<file path="config.mk">
export PLATFORM = sky130hd
export DESIGN_NAME = rll89_encoder
export DESIGN_NICKNAME = d
export VERILOG_FILES = /design/src/rtl/rll89_pkg.sv /design/src/rtl/rll89_code_rom.sv /design/src/rtl/rll89_serializer.sv /design/src/rtl/rll89_run_monitor.sv /design/src/rtl/rll89_encoder.sv
export SDC_FILE = /design/constraint.sdc
export NUM_CORES = 1
export LEC_CHECK = 0
export BUFFER_PORTS_ARGS = -buffer_cell sky130_fd_sc_hd__buf_2
export CORE_UTILIZATION = 60
export DETAILED_ROUTE_END_ITERATION = 12
export PLACE_DENSITY = 0.8
export SKIP_CTS_REPAIR_TIMING = 1
export SLEW_MARGIN = 20
export SYNTH_ARGS = -nofsm -noshare
export SYNTH_HDL_FRONTEND = slang
export SYNTH_SLANG_ARGS = --single-unit
</file>
<file path="constraint.sdc">
create_clock -name clk -period 3.52 [get_ports clk]
set_clock_uncertainty 0.2 [all_clocks]
set_input_delay 0.176 -clock clk [delete_from_list [all_inputs] [get_ports clk]]
set_output_delay 0.176 -clock clk [all_outputs]
set_load 0.03 [all_outputs]
</file>
<file path="src/rtl/rll89_pkg.sv">
package rll89_pkg;

    localparam int DATA_W    = 8;
    localparam int CODE_W    = 9;
    localparam int NUM_SYM   = 1 << DATA_W;
    localparam int NUM_WORDS = 1 << CODE_W;
    localparam int K_MAX     = 4;   // plain zero-run limit
    localparam int I_MAX     = 4;   // interleaved zero-run limit
    localparam int EDGE_MAX  = 2;   // zeros allowed at either end of a word
    localparam int CNT_W     = $clog2(CODE_W);
    localparam int RUN_SAT   = ((K_MAX > I_MAX) ? K_MAX : I_MAX) + 1;
    localparam int RUN_W     = $clog2(RUN_SAT + 1);

    typedef logic [DATA_W-1:0] data_t;
    typedef logic [CODE_W-1:0] code_t;
    typedef logic [RUN_W-1:0]  run_t;

    localparam code_t FILL_WORD = '1;

    // Zeros before the first one, walking down from index 'first' by 'step'.
    function automatic int seq_lead(code_t w, int first, int step);
        int  n;
        logic hit;
        n   = 0;
        hit = 1'b0;
        for (int i = first; i >= 0; i -= step) begin
            if (!hit) begin
                if (w[i]) hit = 1'b1;
                else      n++;
            end
        end
        return n;
    endfunction

    // Zeros after the last one on the same walk.
    function automatic int seq_trail(code_t w, int first, int step);
        int n;
        n = 0;
        for (int i = first; i >= 0; i -= step) begin
            if (w[i]) n = 0;
            else      n++;
        end
        return n;
    endfunction

    // Longest zero run on the same walk.
    function automatic int seq_maxrun(code_t w, int first, int step);
        int n;
        int best;
        n    = 0;
        best = 0;
        for (int i = first; i >= 0; i -= step) begin
            if (w[i]) n = 0;
            else      n++;
            if (n > best) best = n;
        end
        return best;
    endfunction

    function automatic logic word_ok(code_t w);
        logic ok;
        ok = (seq_lead(w, CODE_W-1, 1)   <= EDGE_MAX) &&
             (seq_trail(w, CODE_W-1, 1)  <= EDGE_MAX) &&
             (seq_maxrun(w, CODE_W-1, 1) <= K_MAX);
        for (int p = 0; p < 2; p++) begin
            if (seq_lead(w, CODE_W-1-p, 2)   > EDGE_MAX) ok = 1'b0;
            if (seq_trail(w, CODE_W-1-p, 2)  > EDGE_MAX) ok = 1'b0;
            if (seq_maxrun(w, CODE_W-1-p, 2) > I_MAX)    ok = 1'b0;
        end
        return ok;
    endfunction

    // Rank table: entry n holds the n-th smallest legal word.
    function automatic logic [NUM_SYM*CODE_W-1:0] build_code_table();
        logic [NUM_SYM*CODE_W-1:0] t;
        int idx;
        t   = '0;
        idx = 0;
        for (int w = 0; w < NUM_WORDS; w++) begin
            if (idx < NUM_SYM && word_ok(code_t'(w))) begin
                t[idx*CODE_W +: CODE_W] = code_t'(w);
                idx++;
            end
        end
        return t;
    endfunction

    function automatic run_t run_step(run_t cur, logic bit_in);
        if (bit_in)                     return '0;
        else if (cur == run_t'(RUN_SAT)) return cur;
        else                            return cur + run_t'(1);
    endfunction

endpackage

</file>
<file path="src/rtl/rll89_code_rom.sv">
module rll89_code_rom
    import rll89_pkg::*;
(
    input  data_t sym,
    output code_t word
);
    localparam logic [NUM_SYM*CODE_W-1:0] CODE_TBL = build_code_table();

    code_t rom [NUM_SYM];

    for (genvar g = 0; g < NUM_SYM; g++) begin : g_rom
        assign rom[g] = CODE_TBL[g*CODE_W +: CODE_W];
    end

    assign word = rom[sym];
endmodule

</file>
<file path="src/rtl/rll89_serializer.sv">
module rll89_serializer
    import rll89_pkg::*;
(
    input  logic  clk,
    input  logic  rst,
    input  code_t load_word,
    input  logic  load_valid,
    output logic  load_ready,
    output logic  ser_bit,
    output logic  ser_start,
    output logic  ser_under
);
    localparam logic [CNT_W-1:0] LAST_POS = CNT_W'(CODE_W - 1);

    typedef struct packed {
        code_t            shreg;
        logic [CNT_W-1:0] pos;
        logic             under;
    } ser_state_t;

    ser_state_t ser_d, ser_q;

    always_comb begin
        ser_d      = ser_q;
        load_ready = (ser_q.pos == LAST_POS);
        if (load_ready) begin
            ser_d.pos   = '0;
            ser_d.shreg = load_valid ? load_word : FILL_WORD;
            ser_d.under = ~load_valid;
        end else begin
            ser_d.pos   = ser_q.pos + CNT_W'(1);
            ser_d.shreg = {ser_q.shreg[CODE_W-2:0], 1'b0};
        end
    end

    always_ff @(posedge clk) begin
        if (rst) begin
            ser_q.shreg <= FILL_WORD;
            ser_q.pos   <= '0;
            ser_q.under <= 1'b0;
        end else begin
            ser_q <= ser_d;
        end
    end

    assign ser_bit   = ser_q.shreg[CODE_W-1];
    assign ser_start = (ser_q.pos == '0);
    assign ser_under = ser_q.under;
endmodule

</file>
<file path="src/rtl/rll89_run_monitor.sv">
module rll89_run_monitor
    import rll89_pkg::*;
(
    input  logic clk,
    input  logic rst,
    input  logic bit_in,
    output logic viol
);
    typedef struct packed {
        run_t       zrun;
        run_t [1:0] irun;
        logic       phase;
        logic       err;
    } mon_state_t;

    mon_state_t mon_d, mon_q;

    always_comb begin
        mon_d       = mon_q;
        mon_d.zrun  = run_step(mon_q.zrun, bit_in);
        mon_d.phase = ~mon_q.phase;
        for (int p = 0; p < 2; p++) begin
            if (mon_q.phase == p[0])
                mon_d.irun[p] = run_step(mon_q.irun[p], bit_in);
        end
        mon_d.err = (mon_d.zrun    > run_t'(K_MAX)) ||
                    (mon_d.irun[0] > run_t'(I_MAX)) ||
                    (mon_d.irun[1] > run_t'(I_MAX));
    end

    always_ff @(posedge clk) begin
        if (rst) mon_q <= '0;
        else     mon_q <= mon_d;
    end

    assign viol = mon_q.err;
endmodule

</file>
<file path="src/rtl/rll89_encoder.sv">
module rll89_encoder
    import rll89_pkg::*;
(
    input  logic       clk,
    input  logic       rst,
    input  logic [7:0] in_data,
    input  logic       in_valid,
    output logic       in_ready,
    output logic       code_bit,
    output logic       word_start,
    output logic       underrun,
    output logic       run_err
);
    code_t mapped;

    rll89_code_rom u_rom (
        .sym  (in_data),
        .word (mapped)
    );

    rll89_serializer u_ser (
        .clk        (clk),
        .rst        (rst),
        .load_word  (mapped),
        .load_valid (in_valid),
        .load_ready (in_ready),
        .ser_bit    (code_bit),
        .ser_start  (word_start),
        .ser_under  (underrun)
    );

    rll89_run_monitor u_mon (
        .clk    (clk),
        .rst    (rst),
        .bit_in (code_bit),
        .viol   (run_err)
    );
endmodule

</file>
# After elaboration in Yosys (flattened, before gate mapping)
# Memories as Yosys holds them, arrays and structs flattened.
# Cells that the tools add are included.
# totals
mem_count	1
register_bits	25
wordCells	40
rom_bits	2304
output_inout_bits	5
# mem_list
memory	words	word_bits	read_ports	rd_clocked_by_memory_dff	write_ports	line	source
(no name shown)	256	9	1	0	0	rll89_code_rom.sv:15	assign word = rom[sym];
# classes
muxes	12
bitwise_logic	3
n_addsub	4
n_eq_ne	4
reduce_logical	4
n_lt_le_gt_ge	4
# ops
operator	count
2-to-1 mux 9 bit	3
2-to-1 mux 3 bit	8
2-to-1 mux 13 bit	1
adder 3 x 1 -> 3 bit (second input constant)	3
equality test 3 bit (second input constant)	3
>= comparator 9 bit (second input constant)	1
greater-than comparator 3 bit (second input constant)	3
inverter 8 -> 9 bit	1
adder 4 x 1 -> 4 bit (second input constant)	1
equality test 4 bit (second input constant)	1
zero test 4 bit	1
logical OR 1 bit	2
inverter 1 bit	2
OR reduction 2 bit	1

# Depth between registers and ports, before layout
# Gate-level depths: netlist of the first run.
# depth
word_depth	7
ltp_mapped	10
mapped_depth_nobuf	8

# Modules after synthesis
# Synthesis of the first run repeated with hierarchy kept, for this count alone.
# hier_totals
cells_unflattened	496
hier_area_um2	3468.3
# by_module_without_submodules
module	cells_per_inst	seq_area_each_um2	instances	area_each_um2
rll89_code_rom	366	0.0	1	2212.1
rll89_run_monitor	70	220.2	1	643.1
rll89_serializer	60	280.3	1	613.1

# Worst setup path after synthesis of the first run
# Ideal clock, no wire load.
# synth_timing
path_type	in2reg
from	in in_data[2]
to	reg u_ser.ser_q[8] (netlist name)
path_slack_ps	1141
path_buffers	2
arrival_ps	2059
cell_stages	10
cell_sequence	buf_2 > clkinv_1 > buf_1 > ha_1 > inv_1 > o221ai_1 > o311ai_0 > a311oi_1 > nor4_1 > a211o_1
# synth_between
elab_chain_cells	6
# synth_lines
item	line	source
start: declaration	rll89_encoder.sv:6	input logic [7:0] in_data,
inverter 8 -> 9 bit (implied by the code)	rll89_code_rom.sv:15	
memory (256 x 9 bit)	-	
2-to-1 mux 9 bit (implied by the code) (2 in a row)	rll89_code_rom.sv:15	
2-to-1 mux 9 bit	rll89_serializer.sv:28	ser_d.shreg = load_valid ? load_word : FILL_WORD;
2-to-1 mux 13 bit	rll89_serializer.sv:26	if (load_ready) begin
end signal: assignment	rll89_serializer.sv:42	ser_q <= ser_d;
end: declaration	rll89_serializer.sv:21	ser_state_t ser_d, ser_q;
# No other way between the ends. The select of a mux whose other input is x is not followed.
# A chain may end at the register's enable or synchronous reset.

# Worst setup path in the final report of the first run
# layout_timing
from	in in_data[3]
to	reg u_ser.ser_q[6] (netlist name)
# The elaborated chain is that of the path after synthesis.

==> metrics.cfg, run 1 <==
[status]
outcome = complete, no violations

[yosys]
synth-seq-area-share = 0.1570
syn_area_um2 = 3188
ys_warn_count = 0
synth-async-reset-ratio = 0
yosys.cell_types.count = 68
ys_ff_latch = 25
synth_edf_count = 0
synthCells = 449
post_synth.cell_area_avg_um2 = 7.100
synthFlopType = dfxtp_1
synth_nets = 482

[layout]
synthToLayoutAreaGrowth_pct = 1.530
final_util = 0.6338
nets = 469
post_route_cells_drive_above_1_share = 0.08506
n_antenna_cell = 0

[timing]
max-slew-margin-rel = 0.5165
fin_setup_tns_ps = 0
worstMarginPinSlew_ps = 725.3
rsz0062_at_grt = false
finalHoldViolCount = 0
fmax_mhz = 404.2
hold-worst-slack_ps = 86.57
slew_viol_final = 0
setup_violations = 0
period_share = 0.7028
finalCriticalPeriod_ps = 2474

[routing]
routed_via_density = 7.152
vias = 3612
ant_nets = 0
drc = 0
first_iter_violations = 659
wirelength_um = 9482
drt_first_pass_iters = 5
routedWlPerCell_um = 18.78

[global_routing]
grt_pass1_wl_um = 14520
antenna_found_initial = 0
grt_max_degree = 76
grt_overflow = 0
grt_use_total = 0.3333
grt_pass1_vias = 2958

[critical_path]
path_buf_inv = 2
crit_path_max_incr_delay_ps = 590
arrival_ps = 2430
reg2reg_depth = 8
critPathSlowestCell = clkinv_1
cp_cell_sequence = buf_2, clkinv_1, o21a_1, mux4_2, o221ai_1, a41o_1, a31oi_1
required_ps = 3480
end_kind = flip-flop
path_class = input pin to flip-flop
critPathTopFamily = buffers and inverters
cp-start-kind = input pin
cp_max_fo = 36
crit_cells = 7

[die]
fp.dieH_um = 74.90
die_area_um2 = 5609
die_w_um = 74.90
core_um2 = 5107
initial_core_util = 0.6242
num_io_pins = 16
rows = 26

[pwr]
max-vdd-ir-drop_mv = 0.2122
powerDensity_nw_per_um2 = 241.0
seq_power_share = 0.381
p_comb_frac = 0.396
p_sw_frac = 0.3846
power_switching_uw = 300.0
p_clk_frac = 0.223
p_int_uw = 480.0
leakagePower_nw = 1.222

[hold_path]
min_path_cells = 2
hp-class = input pin to flip-flop

[cts]
clkSlewWorstSetupHoldPaths_ps = 90
cts_made_buffers = 3
clock-sinks = 25
clock_path_buffers = 2
cts_tree = built
clk_latency_ps = 270
clock-root-buffer = clkbuf_8
htree_levels = 1

[place]
port_buffers = 15
routabilityCongestion = 1.074
dpl.hpwl_um = 6468

[run]
drv_cap = 0

registers in the layout (all words and copies together), names as in the netlist:
name,count
u_mon.viol,1
u_ser.ser_q,12
u_ser.ser_bit,1
u_mon.mon_q,10
u_ser.ser_under,1
cell type report:
type / count / area (um2)
well taps: 70 / 87.58
repair buffers: 23 / 137.6
fillers: 484 / 1871
flip-flops and latches: 25 / 500.5
inverters: 18 / 67.56
multi-input cells: 365 / 2399
clock buffers: 4 / 45.04
layout by cell type, fill, tap and decap left out, types with 12 or more instances in the layout:
cell type	instances
a211oi_1	12
a21oi_1	36
a31oi_1	13
buf_2	15
dfxtp_1	25
ha_1	22
inv_1	13
nand2_1	39
nand2b_1	19
nor2_1	39
o21ai_0	27
worst paths after layout:
check	start	end	slack (ps)
min reg2reg	u_ser.ser_q[10]$_SDFF_PP1_	u_ser.ser_q[11]$_SDFF_PP1_	240
max reg2reg	u_ser.ser_q[1]$_SDFF_PP0_	u_ser.ser_q[9]$_SDFF_PP1_	1350
min	rst	u_mon.mon_q[1]$_SDFF_PP0_	90
max	in_data[3]	u_ser.ser_q[6]$_SDFF_PP1_	1050
Yosys cell counts (3+ instances only):
library cell,n,area share
a2111oi_0,5,0.014
a211o_1,6,0.016
a211oi_1,12,0.028
a21o_1,9,0.021
a21oi_1,36,0.057
a22oi_1,3,0.0071
a311oi_1,9,0.025
a31oi_1,13,0.026
and3_1,8,0.016
buf_2,15,0.024
buf_4,5,0.012
buf_6,4,0.014
clkbuf_1,15,0.018
clkinv_1,5,0.0059
dfxtp_1,25,0.16
ha_1,22,0.086
inv_1,13,0.015
nand2_1,39,0.046
nand2b_1,19,0.037
nand3_1,9,0.014
nand3b_1,3,0.0071
nor2_1,39,0.046
nor2b_1,9,0.018
nor3_1,9,0.014
nor3b_1,3,0.0071
nor4_1,4,0.0078
o2111ai_1,4,0.011
o211ai_1,8,0.019
o21ai_0,27,0.042
o221ai_1,6,0.016
o22ai_1,5,0.0098
o311ai_0,7,0.019
or2_2,5,0.0098
power by group through the flow:
| stage | registers [mW] | logic [mW] | clock network [mW] |
|---|---|---|---|
| 4_1_cts | 0.297 | 0.295 | 0.175 |
| 3_5_place_dp | 0.303 | 0.294 | 0 |
| 6_report | 0.297 | 0.309 | 0.174 |
| 3_3_place_gp | 0.303 | 0.291 | 0 |
| 5_1_grt | 0.297 | 0.332 | 0.186 |
| 2_1_floorplan | 0.300 | 0.234 | 0 |
routing by layer:
metal	global-route usage	wire length, um	vias up
met5	0	0	-
met1	0.4707	3854	1620
met3	0.04552	1138	37
met2	0.5265	4224	277
met4	0.1006	265	0
li1	-	-	1678
kinds of logic after synthesis:
kind of cell    synth area share
compound gates            0.3980
simple gates              0.2433
buf+inv                  0.09066
flops                     0.1570
fa+ha+maj                0.08634
xor+xnor                 0.01099
mux                      0.01374
through the flow:
step | power [mW] | worst slack [ps] | cell area [um2] | instances
after floorplan | 0.5338 | 1141 | 3188 | 449
after global placement | 0.5940 | 861.2 | 3182 | 500
after detailed placement | 0.5970 | 817.2 | 3182 | 500
after CTS | 0.7669 | 1109 | 3227 | 504
after global routing | 0.8162 | 921.9 | 3237 | 505
final | 0.7800 | 1046 | 3237 | 505
No activity file was read; power rests on OpenSTA's default activity.
==> inputs of run 2 (changes only) <==
--- a/config.mk
+++ b/config.mk
@@ -6,7 +6,7 @@
 export NUM_CORES = 1
 export LEC_CHECK = 0
 export BUFFER_PORTS_ARGS = -buffer_cell sky130_fd_sc_hd__buf_2
-export CORE_UTILIZATION = 60
+export CORE_UTILIZATION = 57
 export DETAILED_ROUTE_END_ITERATION = 12
 export PLACE_DENSITY = 0.8
 export SKIP_CTS_REPAIR_TIMING = 1
==> constraint.sdc (replaced) <==
create_clock -name clk -period 2.11 [get_ports clk]
set_clock_uncertainty 0.2 [all_clocks]
set_input_delay 0.1055 -clock clk [delete_from_list [all_inputs] [get_ports clk]]
set_output_delay 0.1055 -clock clk [all_outputs]
set_load 0.03 [all_outputs]
==> metrics.cfg, run 2 (synthesized netlist as in run 1, its figures left out) <==
[cts]
clk_latency_ps = 270  ; about the same
clkSlewWorstSetupHoldPaths_ps = 100  ; about the same
htree_levels = 1  ; unchanged
clock-sinks = 25  ; unchanged
cts_made_buffers = 3  ; unchanged
clock-root-buffer = clkbuf_8
clock_path_buffers = 2  ; unchanged
cts_tree = built

[status]
outcome = complete, no violations

[timing]
fmax_mhz = 484.9
slew_viol_final = 0  ; unchanged
finalHoldViolCount = 0  ; unchanged
rsz0062_at_grt = true
hold-worst-slack_ps = 175.7  ; +89.09 ps
worstMarginPinSlew_ps = 505.8  ; -219.5 ps
fin_setup_tns_ps = 0  ; unchanged
max-slew-margin-rel = 0.6541  ; +0.1376
setup_violations = 0  ; unchanged
finalCriticalPeriod_ps = 2062
period_share = 0.9773

[hold_path]
hp-class = input pin to flip-flop

[critical_path]
cp_cell_sequence = buf_2, buf_4, ha_1, or2_2, a21oi_1, o41ai_2, nor4_1, nor4_2, a211o_1
required_ps = 2060  ; -1420 ps
end_kind = flip-flop
crit_path_max_incr_delay_ps = 350  ; -240 ps
cp-start-kind = input pin
arrival_ps = 2020  ; -410 ps
path_class = input pin to flip-flop
cp_max_fo = 6  ; -83%
critPathSlowestCell = nor4_1

[die]
num_io_pins = 16  ; unchanged
die_area_um2 = 5896  ; +5.1%
rows = 26  ; unchanged
initial_core_util = 0.6087  ; -0.01551
core_um2 = 5238  ; +2.5%
die_w_um = 76.79  ; +2.5%
fp.dieH_um = 76.79  ; +2.5%

[layout]
final_cell_mix = buf_4, nand2_1, nor2_1, a21oi_1, o21ai_0
largest_register_ffs = 12  ; unchanged
post_route_cells_drive_above_1_share = 0.2198  ; +0.1347
nets = 539  ; +15%
synthToLayoutAreaGrowth_pct = 20.49
final_util = 0.7334  ; +0.09964
biggestRegsByFlops = u_ser.ser_q (12), u_mon.mon_q (10)
final_common_cell = buf_4
n_antenna_cell = 0  ; unchanged
layout.cells.non_filler = 575  ; +14%
top_register = u_ser.ser_q

[routing]
routedWlPerCell_um = 18.21  ; -3.0%
drc = 0  ; unchanged
drt_first_pass_iters = 6  ; +1
first_iter_violations = 473  ; -28%
wirelength_um = 10470  ; +10%
ant_nets = 0  ; unchanged
vias = 3893  ; +7.8%
routed_via_density = 6.770  ; -5.3%

[global_routing]
grt_max_degree = 38  ; -50%
grt_overflow = 0  ; unchanged
grt_pass1_wl_um = 17280  ; +19%
grt_pass1_vias = 3579  ; +21%
grt_use_total = 0.3556  ; +0.02224
antenna_found_initial = 0  ; unchanged

[pwr]
seq_power_share = 0.347  ; -0.034
p_clk_frac = 0.202  ; -0.021
p_int_uw = 895.0  ; +86%
max-vdd-ir-drop_mv = 0.3169  ; +49%
power_switching_uw = 533.0  ; +78%
powerDensity_nw_per_um2 = 371.8  ; +54%
p_comb_frac = 0.451  ; +0.055
leakagePower_nw = 1.588  ; +30%
p_sw_frac = 0.3733  ; -0.01132

[place]
routabilityCongestion = 0.9589  ; -11%
port_buffers = 15  ; unchanged
place_inst = 569  ; +14%
dpl.hpwl_um = 7794  ; +20%

[run]
drv_cap = 0  ; unchanged

## run 2: cell type report
class                      instances  area [um2]
clock buffer                       3       41.29
clock inverter                     1       5.005
fill                             415        1396
inverter                          18       72.57
multi-input combinational        365        2419
sequential                        25       500.5
tap                               70       87.58
timing repair buffer              93       715.7
## run 2: routing by layer
| layer | wire length [um] | part of all wire | track usage |
|---|---|---|---|
| met3 | 1192 | 0.11 | 0.08095 |
| met4 | 436 | 0.042 | 0.1538 |
| met5 | 0 | 0 | 0 |
| met1 | 4187 | 0.40 | 0.4526 |
| met2 | 4657 | 0.44 | 0.5705 |
## run 2: metrics by stage
| stage | power [mW] | cell area, um2 | setup slack, ps |
|---|---|---|---|
| floorplan | 0.8929 | 3199 | 18.76 |
| global placement | 1.116 | 3755 | -130.4 |
| detailed placement | 1.121 | 3755 | -199.3 |
| CTS | 1.401 | 3801 | 91.26 |
| global route | 1.498 | 3841 | -27.61 |
| finish | 1.428 | 3841 | 47.82 |
## run 2: critical path, delay by kind of cell
family | cells | cell delay, ps
AO/OA/AOI/OAI | 3 | 610
adder cells (fa/ha/maj) | 1 | 270
buffers and inverters | 2 | 250
AND/OR/NAND/NOR | 3 | 780
## run 2: worst paths after layout
kind	startpoint	to	slack, ps	depth (start not counted)
max	in_data[1]	u_ser.ser_q[8]$_SDFF_PP1_	50	9
min	in_data[6]	u_ser.ser_q[5]$_SDFF_PP1_	180	4
max reg2reg	u_mon.mon_q[3]$_SDFF_PP0_	u_mon.viol$_SDFF_PP0_	250	8
min reg2reg	u_ser.ser_q[10]$_SDFF_PP1_	u_ser.ser_q[11]$_SDFF_PP1_	260	1
## run 2: power by group through the flow
stage / clock [mW] / combinational (mW) / sequential (mW)
after CTS: 0.287 / 0.619 / 0.495
after floorplan: 0 / 0.392 / 0.500
after global placement: 0 / 0.610 / 0.505
after global routing: 0.307 / 0.694 / 0.498
final: 0.288 / 0.645 / 0.495
after detailed placement: 0 / 0.615 / 0.506
==> inputs of run 3 (changes only) <==
==> constraint.sdc (replaced) <==
create_clock -name clk -period 2.11 [get_ports clk]
set_clock_uncertainty 0.2 [all_clocks]
set_input_delay 0.1055 -clock clk [delete_from_list [all_inputs] [get_ports clk]]
set_output_delay 0.1055 -clock clk [all_outputs]
set_load 0.1 [all_outputs]
==> metrics.cfg, run 3 (synthesized netlist as in run 1, its figures left out) <==
[critical_path]
arrival_ps = 1950  ; -70 ps
cp_cell_sequence = buf_2, inv_1, ha_1, nand2b_1, o21a_1, mux4_2, o221ai_1, a41o_1, a31oi_1
cp_max_fo = 5  ; -1
end_kind = flip-flop
reg2reg_depth = 8  ; unchanged
crit_cells = 9  ; unchanged
cp-start-kind = input pin
crit_path_max_incr_delay_ps = 470  ; +120 ps
critPathTopFamily = compound AO/OA/AOI/OAI gates
path_class = input pin to flip-flop
critPathSlowestCell = mux4_2
path_buf_inv = 2  ; unchanged
required_ps = 2070  ; about the same

[routing]
routedWlPerCell_um = 18.52  ; +1.7%
drc = 0  ; unchanged
drt_first_pass_iters = 7  ; +1
vias = 3977  ; +2.2%
ant_nets = 0  ; unchanged
routed_via_density = 6.977  ; +3.1%
first_iter_violations = 592  ; +25%
wirelength_um = 10560  ; +0.79%

[layout]
synthToLayoutAreaGrowth_pct = 19.07
top_register = u_ser.ser_q
register_area_um2 = 500.5  ; unchanged
final_util = 0.7248  ; -0.008600
multiInputGateArea_um2 = 2410  ; -0.36%
fillers = 446  ; +7.5%
final_cell_mix = buf_4, nand2_1, nor2_1, a21oi_1, o21ai_0
final_common_cell = buf_4
n_antenna_cell = 0  ; unchanged
post_route_cells_drive_above_1_share = 0.2160  ; -0.003802
largest_register_ffs = 12  ; unchanged
final_area_um2 = 3796  ; -1.2%
biggestRegsByFlops = u_ser.ser_q (12), u_mon.mon_q (10)
nets = 534  ; -0.93%

[global_routing]
grt_pass1_wl_um = 17400  ; +0.72%
grt_max_degree = 40  ; +5.3%
grt_pass1_vias = 3693  ; +3.2%
grt_use_total = 0.3611  ; +0.005540
grt_overflow = 0  ; unchanged
antenna_found_initial = 0  ; unchanged

[hold_path]
hp-class = input pin to flip-flop
min_path_cells = 2  ; -2

[die]
rows = 26  ; unchanged
num_io_pins = 16  ; unchanged
core_um2 = 5238  ; unchanged
die_area_um2 = 5896  ; unchanged
initial_core_util = 0.6087  ; unchanged
fp.dieH_um = 76.79  ; unchanged
die_w_um = 76.79  ; unchanged

[timing]
period_share = 0.9456  ; -0.03173
worstMarginPinSlew_ps = 499.1  ; -6.760 ps
finalHoldViolCount = 0  ; unchanged
fmax_mhz = 501.2  ; +3.4%
max-slew-margin-rel = 0.6587  ; +0.004623
rsz0062_at_grt = false
setup_violations = 0  ; unchanged
slew_viol_final = 0  ; unchanged
hold-worst-slack_ps = 37.73  ; -137.9 ps
setup_slack_ps = 114.8  ; +66.95 ps
finalCriticalPeriod_ps = 1995  ; -66.95 ps

[cts]
clk_latency_ps = 270  ; about the same
clock_path_buffers = 2  ; unchanged
clkSlewWorstSetupHoldPaths_ps = 90  ; about the same
clock-sinks = 25  ; unchanged
cts_tree = built
clock-root-buffer = clkbuf_8
htree_levels = 1  ; unchanged
cts_made_buffers = 3  ; unchanged

[pwr]
powerDensity_nw_per_um2 = 382.9  ; +3.0%
seq_power_share = 0.341  ; -0.006
p_clk_frac = 0.201  ; about the same
leakagePower_nw = 1.562  ; -1.6%
p_comb_frac = 0.458  ; +0.007
power_switching_uw = 556.7  ; +4.4%
p_int_uw = 896.9  ; +0.21%
max-vdd-ir-drop_mv = 0.3104  ; -2.0%
p_sw_frac = 0.3830  ; +0.009714

[place]
dpl-instance-area_um2 = 3731  ; -0.63%
routabilityCongestion = 1.025  ; +6.9%
port_buffers = 15  ; unchanged
pre_cts_ws_ps = -194.8  ; +4.512 ps
dpl.hpwl_um = 7769  ; -0.31%

[status]
outcome = complete, no violations

[run]
drv_cap = 0  ; unchanged

run 3: final timing paths:
kind | slack [ps] | start | end
worst min-delay path | 40 | rst | u_mon.mon_q[1]$_SDFF_PP0_
worst min register to register | 250 | u_ser.ser_q[10]$_SDFF_PP1_ | u_ser.ser_q[11]$_SDFF_PP1_
worst max register to register | 270 | u_ser.ser_q[1]$_SDFF_PP0_ | u_ser.ser_q[6]$_SDFF_PP1_
worst max-delay path | 110 | in_data[0] | u_ser.ser_q[6]$_SDFF_PP1_
run 3: worst reg2reg max path, cell delays in order, from the launching register on:
cell	delay [ps]
dfxtp_1	340
inv_1	60
ha_1	160
nand3b_1	120
buf_4	180
nand2b_1	290
nor2_1	80
a41o_1	200
a31oi_1	140
run 3: per-stage QoR:
| step | total power [mW] | setup TNS [ps] | cells |
|---|---|---|---|
| floorplan | 0.9113 | 0 | 449 |
| global placement | 1.134 | -471.8 | 565 |
| detailed placement | 1.141 | -652.2 | 565 |
| CTS | 1.427 | 0 | 569 |
| global route | 1.529 | 0 | 570 |
| finish | 1.454 | 0 | 570 |
run 3: per-layer routing:
| layer | vias to the layer above | routed length [um] | track usage |
|---|---|---|---|
| li1 | 1811 | - | - |
| met5 | - | 0 | 0 |
| met3 | 71 | 1061 | 0.05595 |
| met2 | 279 | 4811 | 0.5795 |
| met1 | 1816 | 4211 | 0.4728 |
| met4 | 0 | 471 | 0.1635 |
run 3: area by class of cell:
| type | instances | share of cell area |
|---|---|---|
| clock buffers | 3 | 0.01088 |
| clock inverters | 1 | 0.001978 |
| inverters | 18 | 0.01945 |
| multi-input cells | 365 | 0.6348 |
| flip-flops and latches | 25 | 0.1318 |
| well taps | 70 | 0.02307 |
| repair buffers | 88 | 0.1780 |
run 3: power groups by stage:
| stage | Combinational (mW) | Sequential (mW) | Clock (mW) |
|---|---|---|---|
| 6_report | 0.666 | 0.495 | 0.293 |
| 3_5_place_dp | 0.635 | 0.506 | 0 |
| 2_1_floorplan | 0.410 | 0.502 | 0 |
| 5_1_grt | 0.710 | 0.497 | 0.322 |
| 4_1_cts | 0.638 | 0.495 | 0.294 |
| 3_3_place_gp | 0.628 | 0.505 | 0 |
